**src/rtl/aux_i2c_pkg.sv**
```systemverilog
package aux_i2c_pkg;
  localparam int OP_RD    = 0;
  localparam int OP_START = 1;
  localparam int OP_STOP  = 2;

  typedef enum logic [2:0] {
    RES_OK          = 3'd0,
    RES_NATIVE_NACK = 3'd1,
    RES_I2C_NACK    = 3'd2,
    RES_INVALID     = 3'd3,
    RES_XPORT       = 3'd4,
    RES_GIVE_UP     = 3'd5
  } res_e;

  typedef enum logic [1:0] {
    ACT_DONE, ACT_RETRY_NOW, ACT_WAIT_NATIVE, ACT_WAIT_I2C
  } act_e;

  typedef enum logic [1:0] {S_IDLE, S_SEND, S_WAIT, S_HOLD} st_e;

  // request code nibble: write 0, read 1, middle-of-transaction adds 4
  function automatic logic [7:0] req_code_byte(input logic [2:0] op);
    logic [3:0] code;
    code = {1'b0, !op[OP_STOP], 1'b0, op[OP_RD]};
    return {code, 4'h0};
  endfunction

  function automatic logic [7:0] len_field_byte(input logic [2:0] op);
    if (op[OP_START] || op[OP_STOP]) return 8'h30;
    return op[OP_RD] ? 8'h40 : 8'h50;
  endfunction
endpackage

```
**src/rtl/aux_i2c_hdr.sv**
```systemverilog
module aux_i2c_hdr
  import aux_i2c_pkg::*;
(
  input  logic [2:0]  op,
  input  logic [15:0] addr,
  input  logic [7:0]  wdata,
  output logic [39:0] bytes,
  output logic [2:0]  len
);
  always_comb begin
    bytes[7:0]   = addr[7:0];
    bytes[15:8]  = addr[15:8];
    bytes[23:16] = req_code_byte(op);
    bytes[31:24] = len_field_byte(op);
    bytes[39:32] = op[OP_RD] ? 8'h00 : wdata;
    len          = op[OP_RD] ? 3'd4 : 3'd5;
  end
endmodule

```
**src/rtl/aux_reply_decode.sv**
```systemverilog
module aux_reply_decode
  import aux_i2c_pkg::*;
(
  input  logic [1:0] xp_err,
  input  logic [7:0] status,
  output act_e       act,
  output res_e       res
);
  logic [1:0] native_f, i2c_f;
  assign native_f = status[5:4];
  assign i2c_f    = status[7:6];

  always_comb begin
    act = ACT_DONE;
    res = RES_INVALID;
    if (xp_err == 2'd1) begin
      act = ACT_RETRY_NOW;
      res = RES_GIVE_UP;
    end else if (xp_err != 2'd0) begin
      res = RES_XPORT;
    end else begin
      case (native_f)
        2'd1: res = RES_NATIVE_NACK;
        2'd2: act = ACT_WAIT_NATIVE;
        2'd3: res = RES_INVALID;
        default: begin
          case (i2c_f)
            2'd0: res = RES_OK;
            2'd1: res = RES_I2C_NACK;
            2'd2: act = ACT_WAIT_I2C;
            default: res = RES_INVALID;
          endcase
        end
      endcase
    end
  end
endmodule

```
**src/rtl/aux_backoff_timer.sv**
```systemverilog
module aux_backoff_timer #(
  parameter int TICK_DIV = 250,
  parameter int TICKS_W  = 10
) (
  input  logic               clk,
  input  logic               rst_n,
  input  logic               start,
  input  logic [TICKS_W-1:0] ticks,
  output logic               expired
);
  localparam int PRE_W = (TICK_DIV > 1) ? $clog2(TICK_DIV) : 1;
  localparam logic [PRE_W-1:0] PRE_MAX = PRE_W'(TICK_DIV - 1);

  logic               running;
  logic [PRE_W-1:0]   pre;
  logic [TICKS_W-1:0] cnt;

  assign expired = running && (pre == '0) && (cnt <= TICKS_W'(1));

  always_ff @(posedge clk or negedge rst_n) begin
    if (!rst_n) begin
      running <= 1'b0;
      pre     <= '0;
      cnt     <= '0;
    end else if (start) begin
      running <= 1'b1;
      pre     <= PRE_MAX;
      cnt     <= ticks;
    end else if (running) begin
      if (pre == '0) begin
        if (cnt <= TICKS_W'(1)) running <= 1'b0;
        else begin
          cnt <= cnt - 1'b1;
          pre <= PRE_MAX;
        end
      end else begin
        pre <= pre - 1'b1;
      end
    end
  end
endmodule

```
**src/rtl/aux_i2c_byte_seq.sv**
```systemverilog
module aux_i2c_byte_seq
  import aux_i2c_pkg::*;
#(
  parameter int TICK_DIV    = 250,
  parameter int NATIVE_WAIT = 500,
  parameter int I2C_WAIT    = 400,
  parameter int MAX_TRIES   = 7
) (
  input  logic        clk,
  input  logic        rst_n,
  input  logic        cmd_valid,
  input  logic [2:0]  cmd_op,
  input  logic [15:0] cmd_addr,
  input  logic [7:0]  cmd_wdata,
  output logic        busy,
  output logic        req_valid,
  input  logic        req_ready,
  output logic [39:0] req_bytes,
  output logic [2:0]  req_len,
  input  logic        rsp_valid,
  input  logic [1:0]  rsp_err,
  input  logic [7:0]  rsp_status,
  input  logic [7:0]  rsp_data,
  output logic        done,
  output logic [2:0]  result,
  output logic [7:0]  rdata
);
  localparam int WAIT_MAX = (NATIVE_WAIT > I2C_WAIT) ? NATIVE_WAIT : I2C_WAIT;
  localparam int TICKS_W  = $clog2(WAIT_MAX + 1);
  localparam int TRY_W    = $clog2(MAX_TRIES + 1);

  st_e              state;
  logic [2:0]       op_q;
  logic [39:0]      hdr_q;
  logic [2:0]       len_q;
  logic [TRY_W-1:0] tries;
  logic             done_q;
  logic [2:0]       result_q;
  logic [7:0]       rdata_q;

  logic [39:0] hdr_d;
  logic [2:0]  len_d;
  act_e        act;
  res_e        dec_res;
  logic        wait_expired;

  // named internal events
  logic accept, sent, got_rsp, out_of_tries, retry_now, start_wait, finish, latch_rd;
  logic [TICKS_W-1:0] wait_ticks;

  aux_i2c_hdr u_hdr (
    .op(cmd_op), .addr(cmd_addr), .wdata(cmd_wdata), .bytes(hdr_d), .len(len_d)
  );

  aux_reply_decode u_dec (
    .xp_err(rsp_err), .status(rsp_status), .act(act), .res(dec_res)
  );

  aux_backoff_timer #(.TICK_DIV(TICK_DIV), .TICKS_W(TICKS_W)) u_tmr (
    .clk(clk), .rst_n(rst_n), .start(start_wait), .ticks(wait_ticks),
    .expired(wait_expired)
  );

  assign accept       = cmd_valid && (state == S_IDLE);
  assign sent         = (state == S_SEND) && req_ready;
  assign got_rsp      = (state == S_WAIT) && rsp_valid;
  assign out_of_tries = tries >= TRY_W'(MAX_TRIES);
  assign retry_now    = got_rsp && (act == ACT_RETRY_NOW) && !out_of_tries;
  assign start_wait   = got_rsp && ((act == ACT_WAIT_NATIVE) || (act == ACT_WAIT_I2C))
                        && !out_of_tries;
  assign finish       = got_rsp && !retry_now && !start_wait;
  assign latch_rd     = finish && (act == ACT_DONE) && (dec_res == RES_OK)
                        && (op_q == 3'b001);
  assign wait_ticks   = (act == ACT_WAIT_NATIVE) ? TICKS_W'(NATIVE_WAIT)
                                                 : TICKS_W'(I2C_WAIT);

  always_ff @(posedge clk or negedge rst_n) begin
    if (!rst_n) begin
      state    <= S_IDLE;
      op_q     <= '0;
      hdr_q    <= '0;
      len_q    <= '0;
      tries    <= '0;
      done_q   <= 1'b0;
      result_q <= '0;
      rdata_q  <= '0;
    end else begin
      done_q <= 1'b0;
      case (state)
        S_IDLE: if (accept) begin
          state <= S_SEND;
          op_q  <= cmd_op;
          hdr_q <= hdr_d;
          len_q <= len_d;
          tries <= '0;
        end
        S_SEND: if (sent) begin
          state <= S_WAIT;
          tries <= tries + 1'b1;
        end
        S_WAIT: if (got_rsp) begin
          if (retry_now) state <= S_SEND;
          else if (start_wait) state <= S_HOLD;
          else begin
            state    <= S_IDLE;
            done_q   <= 1'b1;
            result_q <= (act == ACT_DONE) ? dec_res : RES_GIVE_UP;
          end
        end
        default: if (wait_expired) state <= S_SEND;
      endcase
      if (latch_rd) rdata_q <= rsp_data;
    end
  end

  assign busy      = (state != S_IDLE);
  assign req_valid = (state == S_SEND);
  assign req_bytes = hdr_q;
  assign req_len   = len_q;
  assign done      = done_q;
  assign result    = result_q;
  assign rdata     = rdata_q;
endmodule

```
**config.mk**
```make
export PLATFORM = sky130hd
export DESIGN_NAME = aux_i2c_byte_seq
export DESIGN_NICKNAME = d
export VERILOG_FILES = /design/src/rtl/aux_i2c_pkg.sv /design/src/rtl/aux_i2c_hdr.sv /design/src/rtl/aux_reply_decode.sv /design/src/rtl/aux_backoff_timer.sv /design/src/rtl/aux_i2c_byte_seq.sv
export SDC_FILE = /design/constraint.sdc
export NUM_CORES = 1
export LEC_CHECK = 0
export BUFFER_PORTS_ARGS = -buffer_cell sky130_fd_sc_hd__buf_2
export CAP_MARGIN = 15
export CORE_AREA = 2 2 101 103
export DETAILED_ROUTE_END_ITERATION = 8
export DIE_AREA = 0 0 103 105
export PLACE_DENSITY_LB_ADDON = 0.1
export SLEW_MARGIN = 5
export SYNTH_ARGS = -nofsm -noshare
export SYNTH_HDL_FRONTEND = slang
export SYNTH_SLANG_ARGS = --single-unit
```
**constraint.sdc**
```tcl
create_clock -name clk -period 2.4 [get_ports clk]
set_clock_uncertainty 0.1 [all_clocks]
set_input_delay 0.24 -clock clk [delete_from_list [all_inputs] [get_ports clk]]
set_output_delay 0.24 -clock clk [all_outputs]
set_load 0.02 [all_outputs]
```
# == Yosys cells after proc, flatten, opt, wreduce, memory -nomap -nowiden ==
# Index checks and enable logic that the tools add are counted.
# totals
wordCells,116
output_inout_bits,57
regBits,75
in_bits,50
# op_classes
mux,42
bitwise,2
n_eq_ne,17
order_cmp,2
reduce_logical,39
addsub,3
# op_table
operator,n
8-bit two-way mux,7
9-bit two-way mux,4
2-bit two-way mux,9
3-bit two-way mux,5
1-bit logical AND,14
"2-bit equality test, second input constant",6
3-bit case mux with 2 select lines,2
"2-bit by 1-bit equality test with 1-bit output, second input constant",5
1-bit two-way mux,10
2-bit nonzero test,5
"9-bit by 1-bit less-or-equal comparator with 1-bit output, second input constant",1
"9-bit by 1-bit subtractor with 9-bit output, second input constant",1
8-bit logical NOT,1
2-bit case mux with 2 select lines,2
4-bit AND reduction,2
"8-bit by 1-bit subtractor with 8-bit output, second input constant",1
7-bit two-way mux,1
2-bit logical NOT,3
"2-bit != test, second input constant",3
2-bit case mux with 3 select lines,1
3-bit AND reduction,2
5-bit two-way mux,1
1-bit logical NOT,4
2-bit AND reduction,2
other kinds (10),13

# == Logic depth before layout (Yosys ltp) ==
# Gate-level depths: netlist of the first run.
# logic_depth
word_depth,14
mapped_depth,8
depth_no_buf,7

# == Cells and area by module ==
# Synthesis of the first run repeated with hierarchy kept, for this count alone.
# unflattened
cells_unflattened,352
hier_area_um2,4071.4
# by_module_without_submodules
module,instances,area_each_um2,cells_per_inst
aux_i2c_byte_seq,1,2537.4,169
aux_backoff_timer,1,1139.8,127
aux_i2c_hdr,1,329.1,45
aux_reply_decode,1,65.1,11

# == Least setup slack after synthesis of the first run ==
# OpenSTA, ideal clock, no wires.
# synth_path
path_type,register to register
start,register tries[0]
end,register u_tmr.cnt[5]
path_slack_ns,0.104
setup_time_ns,0.126
stages_incl_launch_ff,8
period_less_slack_ns,2.296
t_arrival_ns,2.070
cell_sequence,dfrtp_1 ha_1 ha_1 or4_4 or2_1 buf_6 and3_1 a311o_1
# synth_via
elab_chain_len,5
word_cells_on_any_way,8
classes_between,order compare: 1; eq/ne: 1; mux: 1; reduce/logical: 5
# synth_rtl
element,line_no,source
start: declaration,aux_i2c_byte_seq.sv:36,logic [TRY_W-1:0] tries;
start signal: assignment,aux_i2c_byte_seq.sv:99,tries <= tries + 1'b1;
3-bit >= comparator (*),aux_i2c_byte_seq.sv:67,assign out_of_tries = tries >= TRY_W'(MAX_TRIES);
1-bit logical NOT (*),aux_i2c_byte_seq.sv:70,&& !out_of_tries;
1-bit logical AND (*),aux_i2c_byte_seq.sv:70,
2-bit != test (no line) or 2-bit nonzero test (tied branches),n/a,
3-bit AND reduction (no line),n/a,
end signal: assignment,aux_backoff_timer.sv:28,cnt <= ticks;
end signal: assignment,aux_backoff_timer.sv:33,cnt <= cnt - 1'b1;
end: declaration,aux_backoff_timer.sv:16,logic [TICKS_W-1:0] cnt;
# Every way passes the cells marked *; elsewhere a longest branch is shown, timed or not.
# A chain may end at the register's enable or synchronous reset.

# == Worst setup path after layout of the first run ==
# layout_path
start,register u_tmr.pre[0]
end,register u_tmr.pre[4]
# layout_via
elab_chain_len,4
word_cells_on_any_way,7
classes_between,add/sub: 1; eq/ne: 1; mux: 3; reduce/logical: 2
# layout_rtl
element,line_no,source
start: declaration,aux_backoff_timer.sv:15,logic [PRE_W-1:0] pre;
start signal: assignment,aux_backoff_timer.sv:37,pre <= pre - 1'b1;
8-bit by 1-bit subtractor with 8-bit output or 8-bit logical NOT (tied branches),"aux_backoff_timer.sv:37, aux_backoff_timer.sv:30",
8-bit two-way mux,aux_backoff_timer.sv:30,if (pre == '0) begin
8-bit two-way mux,aux_backoff_timer.sv:29,end else if (running) begin
8-bit two-way mux,aux_backoff_timer.sv:25,end else if (start) begin
# Several ways; a longest one is shown, not always the timed one. The select of a mux whose other input is x is not followed.

==> impl_metrics.yaml, run 1 <==
die:
  dieArea_um2: 10820
  io_pins: 107
  core_area_um2: 9639
  start_util: 0.3485
  die_x_um: 103
  die_y_um: 105
  row_count: 36
global_route:
  antenna_found_initial: 0
  grt-ovfl-total: 0
  gr-usage-all-layers: 0.1499
  grt_pass1_wl_um: 12840
  grt_pass1_vias: 2738
  grt_max_degree: 45
routing:
  drt_wl_total_um: 7716
  dr.pass1.iters: 4
  drtAntennaViolNets: 0
  drt_iter0_drc: 60
  avgRoutedWirePerCell_um: 13.80
  num_vias: 2655
  drc: 0
  vias_per_cell: 4.750
synth:
  synth_edf_count: 0
  ys_seq_area_frac: 0.5065
  netlist_instances: 313
  ys_ff_latch: 68
  async_flop_share: 1.000
  synth_cell_types: 57
  synth.avg_cell_area_um2: 10.73
  synth_area_um2: 3359
  ys.flop_type: "dfrtp_1"
  yosys_warnings: 0
  synth_area_leader_cell: "dfrtp_1"
  yosysTopAreaCellShare: 0.5065
  ys_top_cells_by_area: "dfrtp_1, mux2_2, ha_1, mux2_1, buf_4"
clock_tree:
  insertion_delay_ns: 0.35
  cts_buffers: 9
  clock_sink_count: 68
  root_buffer: "clkbuf_8"
  cts_setup_buffers: 0
  cts.reportedPaths.clkPinSlew_ns: 0.07
  cts_max_level: 3
  ctsResizeCount: 0
  tritoncts: "done"
  cts_buffer_depth: 2
  hold_buffers: 8
power_and_ir_drop:
  combPwrFrac: 0.048
  p_per_area_nw_per_um2: 559.2
  p_int_mw: 1.877
  p_clk_frac: 0.475
  ir_drop_v: 0.0004380
  leakagePower_nw: 2.233
  switching_share: 0.2188
  seqPwrFrac: 0.476
  p_sw_uw: 525.9
layout:
  mostFrequentLayoutCells: "buf_2, dfrtp_1, nand2_1"
  final_common_cell: "buf_2"
  design_area_um2: 4298
  fin_cells: 559
  seqCellArea_um2: 1702
  fin_nets: 481
  diodes: 0
  layout-drive-gt1-share: 0.3357
  multi_input_area_um2: 1506
  n_fill_cell: 952
  syn2layout_area_growth_pct: 27.93
sta:
  hold_viol: 0
  period_minus_slack_ns: 2.267
  slew_headroom: 0.5820
  fmax_mhz: 441.2
  period_share: 0.9444
  rsz0062_at_grt: "no"
  tightest_slew_ns: 0.6183
  holdWs_ns: 0.01906
  slew_viol_final: 0
  tns_ns: 0
  setup_violations: 0
setup_path:
  crit_arrival_ns: 2.39
  path_max_fanout: 5
  startpoint_type: "flop"
  end_kind: "flop"
  cp.required_ns: 2.52
  worstSetupPathType: "flop to flop"
placed_design:
  gp_congestion: 0.7600
  port-buffer-count: 90
  dpl.cell_count: 536
  dpl.hpwl_um: 5620
  dpl_cell_area_um2: 3980
worst_hold_path:
  hold_path_class: "primary input to flop"
status:
  status: "finished, final reports clean"
run:
  cap_violations: 0
-- cells by family (layout without fill, tap and decap cells) --
family	Yosys count	count (layout)	share of synthesized area
AND/OR/NAND/NOR	103	103	0.1683
flip-flops	68	68	0.5065
AO/OA/AOI/OAI	57	57	0.1084
buffers and inverters	36	138	0.05735
multiplexers	33	33	0.1091
adder cells (fa/ha/maj)	9	9	0.03352
XOR/XNOR	6	6	0.01564
other	1	12	0.001116
-- synth_stat cells (all sizes together) (3+ instances only) --
cell type,count
a21o,3
a21oi,9
a31oi,4
and3,3
buf,18
clkbuf,6
dfrtp,68
ha,9
inv,12
mux2,29
mux2i,4
nand2,22
nand2b,12
nand3,5
nand4,3
nor2,22
nor2b,4
nor3,10
nor4,3
o21ai,22
or2,4
or3,3
or4,3
xor2,5
-- layer usage --
metal / GRT usage / part of all wire
met1: 0.1890 / 0.45
met2: 0.2421 / 0.47
met3: 0.05351 / 0.072
met4: 0.03947 / 0.0098
met5: 0 / 0
-- worst max-delay path, stage by stage, from the launching register on --
cell	delay, ns
dfrtp_1	0.39
inv_1	0.10
ha_1	0.17
or4b_4	0.50
or2_1	0.30
or2_1	0.29
a31oi_1	0.21
o21ai_1	0.08
-- path summary, 6_finish.rpt --
check	to	depth (start not counted)	startpoint	slack, ns
setup reg to reg	u_tmr.pre[4]$_DFFE_PN0P_	7	u_tmr.pre[0]$_DFFE_PN0P_	0.13
max in group asynchronous	result[0]$_DFFE_PN0P_	3	rst_n	1.20
hold / removal	req_bytes[14]$_DFFE_PN0P_	2	cmd_addr[14]	0.02
min in group asynchronous	u_tmr.cnt[7]$_DFFE_PN0P_	2	rst_n	0.34
setup / recovery	u_tmr.pre[4]$_DFFE_PN0P_	7	u_tmr.pre[0]$_DFFE_PN0P_	0.13
hold reg to reg	req_len[2]$_DFFE_PN0P_	1	req_len[2]$_DFFE_PN0P_	0.38
-- cell type report --
type                            count  share of cell area
Clock buffer                        9             0.02882
Tap cell                          133             0.03872
Timing Repair Buffer              111              0.1491
Multi-Input combinational cell    220              0.3505
Sequential cell                    68              0.3959
Clock inverter                      6             0.02649
Inverter                           12             0.01048
-- power groups by stage --
stage	Sequential [mW]	Clock, mW	Combinational [mW]
after floorplan	1.17	0	0.0491
after global placement	1.17	0	0.108
after detailed placement	1.17	0	0.109
after CTS	1.14	1.19	0.119
after global routing	1.14	1.23	0.132
final	1.14	1.14	0.116
-- registers in the layout (all words and copies together) (netlist names), 2 cells and up --
signal and count:
tries 3, u_tmr.pre 8, result 3, u_tmr.cnt 9
req_len 2, rdata 8, state 2, req_bytes 28
op_q 3
-- stage by stage --
stage	power, mW	setup slack, ns	utilization
after CTS	2.450	0.1358	0.4459
final	2.403	0.1335	0.4459
after floorplan	1.217	0.1038	-
after detailed placement	1.277	0.1620	0.4129
after global placement	1.275	0.1967	0.4129
after global routing	2.505	0.006725	0.4459
(Power assumes the default switching activity.)
==> run 2, diff against run 1 <==
--- a/config.mk
+++ b/config.mk
@@ -11,6 +11,7 @@
 export DETAILED_ROUTE_END_ITERATION = 8
 export DIE_AREA = 0 0 103 105
 export PLACE_DENSITY_LB_ADDON = 0.1
+export REMOVE_ABC_BUFFERS = 1
 export SLEW_MARGIN = 5
 export SYNTH_ARGS = -nofsm -noshare
 export SYNTH_HDL_FRONTEND = slang
==> constraint.sdc (replaced) <==
create_clock -name clk -period 2.8 [get_ports clk]
set_clock_uncertainty 0.1 [all_clocks]
set_input_delay 0.28 -clock clk [delete_from_list [all_inputs] [get_ports clk]]
set_output_delay 0.28 -clock clk [all_outputs]
set_load 0.02 [all_outputs]
==> impl_metrics.yaml, run 2 (synthesis results as in run 1) <==
global_route:
  grt_pass1_vias: 2713
  antenna_found_initial: 0
  grt_pass1_wl_um: 12710
  grt_max_degree: 34
  gr-usage-all-layers: 0.1492
  grt-ovfl-total: 0
setup_path:
  end_kind: "flop"
  startpoint_type: "flop"
  timing.rr.start: "tries[0]$_DFFE_PN0P_"
  crit_buf_inv: 0
  cp_slowest_cell: "nor4_1"
  cpPeakStageDelay_ns: 0.52
  path_cells: "ha_1, ha_1, nor4_1, and3_1, o21ai_0, a311o_1"
  path_max_fanout: 6
  crit_arrival_ns: 2.47
  cp_top_family: "simple AND/OR/NAND/NOR gates"
  r2r_end: "u_tmr.cnt[5]$_DFFE_PN0P_"
  r2r_cells: 6
  cp.required_ns: 2.93
  worstSetupPathType: "flop to flop"
  worst-r2r-setup-slack_ns: 0.46
  path_common_cell: "ha_1"
die:
  die_x_um: 103
  start_util: 0.3485
  die_y_um: 105
  row_count: 36
  io_pins: 107
  dieArea_um2: 10820
  core_area_um2: 9639
status:
  status: "finished, final reports clean"
routing:
  dr.pass1.iters: 4
  drt_wl_total_um: 7324
  avgRoutedWirePerCell_um: 13.39
  drc: 0
  highest_layer: "met4"
  wl_met3_um: 453
  drtAntennaViolNets: 0
  wl_met2_um: 3580
  met1_length_um: 3197
  vias_per_cell: 4.691
  drt_iter0_drc: 80
  num_vias: 2566
placed_design:
  port-buffer-count: 90
  dpl.hpwl_um: 5464
  gp_congestion: 0.7759
worst_hold_path:
  hold_path_class: "primary input to flop"
  holdPathEnd: "req_bytes[8]$_DFFE_PN0P_"
  worstHoldStart: "cmd_addr[8]"
  hold_depth: 2
layout:
  final_common_cell: "buf_2"
  fin_util: 0.4298
  layout-drive-gt1-share: 0.3333
  diodes: 0
  largest_register_ffs: 28
  syn2layout_area_growth_pct: 23.31
  mostFrequentLayoutCells: "buf_2, dfrtp_1, nand2_1"
  fin_nets: 468
sta:
  fmax_mhz: 426.9
  hold_viol: 0
  rsz0062_at_grt: "no"
  slew_headroom: 0.4971
  period_share: 0.8366
  tns_ns: 0
  tightest_slew_ns: 0.7544
  setup_violations: 0
  slew_viol_final: 0
  period_minus_slack_ns: 2.343
power_and_ir_drop:
  leakagePower_nw: 2.159
  p_per_area_nw_per_um2: 466.6
  p_clk_frac: 0.447
  switching_share: 0.2368
  p_sw_uw: 457.7
  p_int_mw: 1.475
  combPwrFrac: 0.046
  seqPwrFrac: 0.508
  ir_drop_v: 0.0002960
clock_tree:
  cts_buffers: 9
  cts.reportedPaths.clkPinSlew_ns: 0.08
  tritoncts: "done"
  insertion_delay_ns: 0.34
  cts_max_level: 3
  clock_sink_count: 68
  root_buffer: "clkbuf_8"
  cts_buffer_depth: 2
  ctsResizeCount: 0
run:
  cap_violations: 0
## run 2: final cells by class
type	instances	area, µm²
fillers	1008	5497
flip-flops and latches	68	1702
multi-input cells	220	1506
repair buffers	98	513.0
well taps	133	166.4
clock buffers	11	151.4
clock inverters	5	58.81
inverters	12	45.04
## run 2: worst max path at each step
stage                          from                  endpoint  slack, ns  cells past startpoint
2_1_floorplan  tries[0]$_DFFE_PN0P_  u_tmr.cnt[5]$_DFFE_PN0P_       0.53                      6
6_report       tries[0]$_DFFE_PN0P_  u_tmr.cnt[5]$_DFFE_PN0P_       0.46                      6
5_1_grt        state[0]$_DFFE_PN0P_      rdata[3]$_DFFE_PN0P_       0.23                      6
3_5_place_dp   tries[0]$_DFFE_PN0P_  u_tmr.cnt[5]$_DFFE_PN0P_       0.45                      6
3_3_place_gp   tries[0]$_DFFE_PN0P_  u_tmr.cnt[5]$_DFFE_PN0P_       0.46                      6
4_1_cts        tries[0]$_DFFE_PN0P_  u_tmr.cnt[5]$_DFFE_PN0P_       0.43                      6
## run 2: worst reg2reg max path, stage by stage (launching register included)
cell	delay, ns
dfrtp_1	0.44
ha_1	0.23
ha_1	0.20
nor4_1	0.52
and3_1	0.33
o21ai_0	0.11
a311o_1	0.31
## run 2: per-layer routing
metal,vias up,GRT usage
met5,-,0
li1,1273,-
met4,0,0.05263
met1,1223,0.1880
met3,9,0.05351
met2,61,0.2342
## run 2: through the flow
| stage | cell area (µm²) | instances | worst slack [ns] | power [mW] | hold WS [ns] |
|---|---|---|---|---|---|
| after floorplan | 3253 | 300 | 0.5263 | 1.029 | -0.1156 |
| after global placement | 3923 | 530 | 0.4630 | 1.090 | 0.3049 |
| after detailed placement | 3923 | 530 | 0.4452 | 1.091 | 0.3096 |
| after CTS | 4143 | 547 | 0.4294 | 1.974 | 0.02194 |
| after global routing | 4143 | 547 | 0.2343 | 2.024 | 0.02482 |
| final | 4143 | 547 | 0.4574 | 1.933 | 0.04239 |
## run 2: power groups by stage
stage | clock network [mW] | logic [mW] | registers [mW]
floorplan | 0 | 0.0280 | 1.00
global route | 0.941 | 0.102 | 0.981
global placement | 0 | 0.0899 | 1.00
CTS | 0.902 | 0.0917 | 0.981
finish | 0.863 | 0.0888 | 0.981
detailed placement | 0 | 0.0904 | 1.00
## run 2: what timing repair did
action | CTS | global route
setup buffers | 0 | 0
setup endpoints to repair | 0 | 0
hold endpoints to repair | 31 | 0
hold buffers | 1 | 0
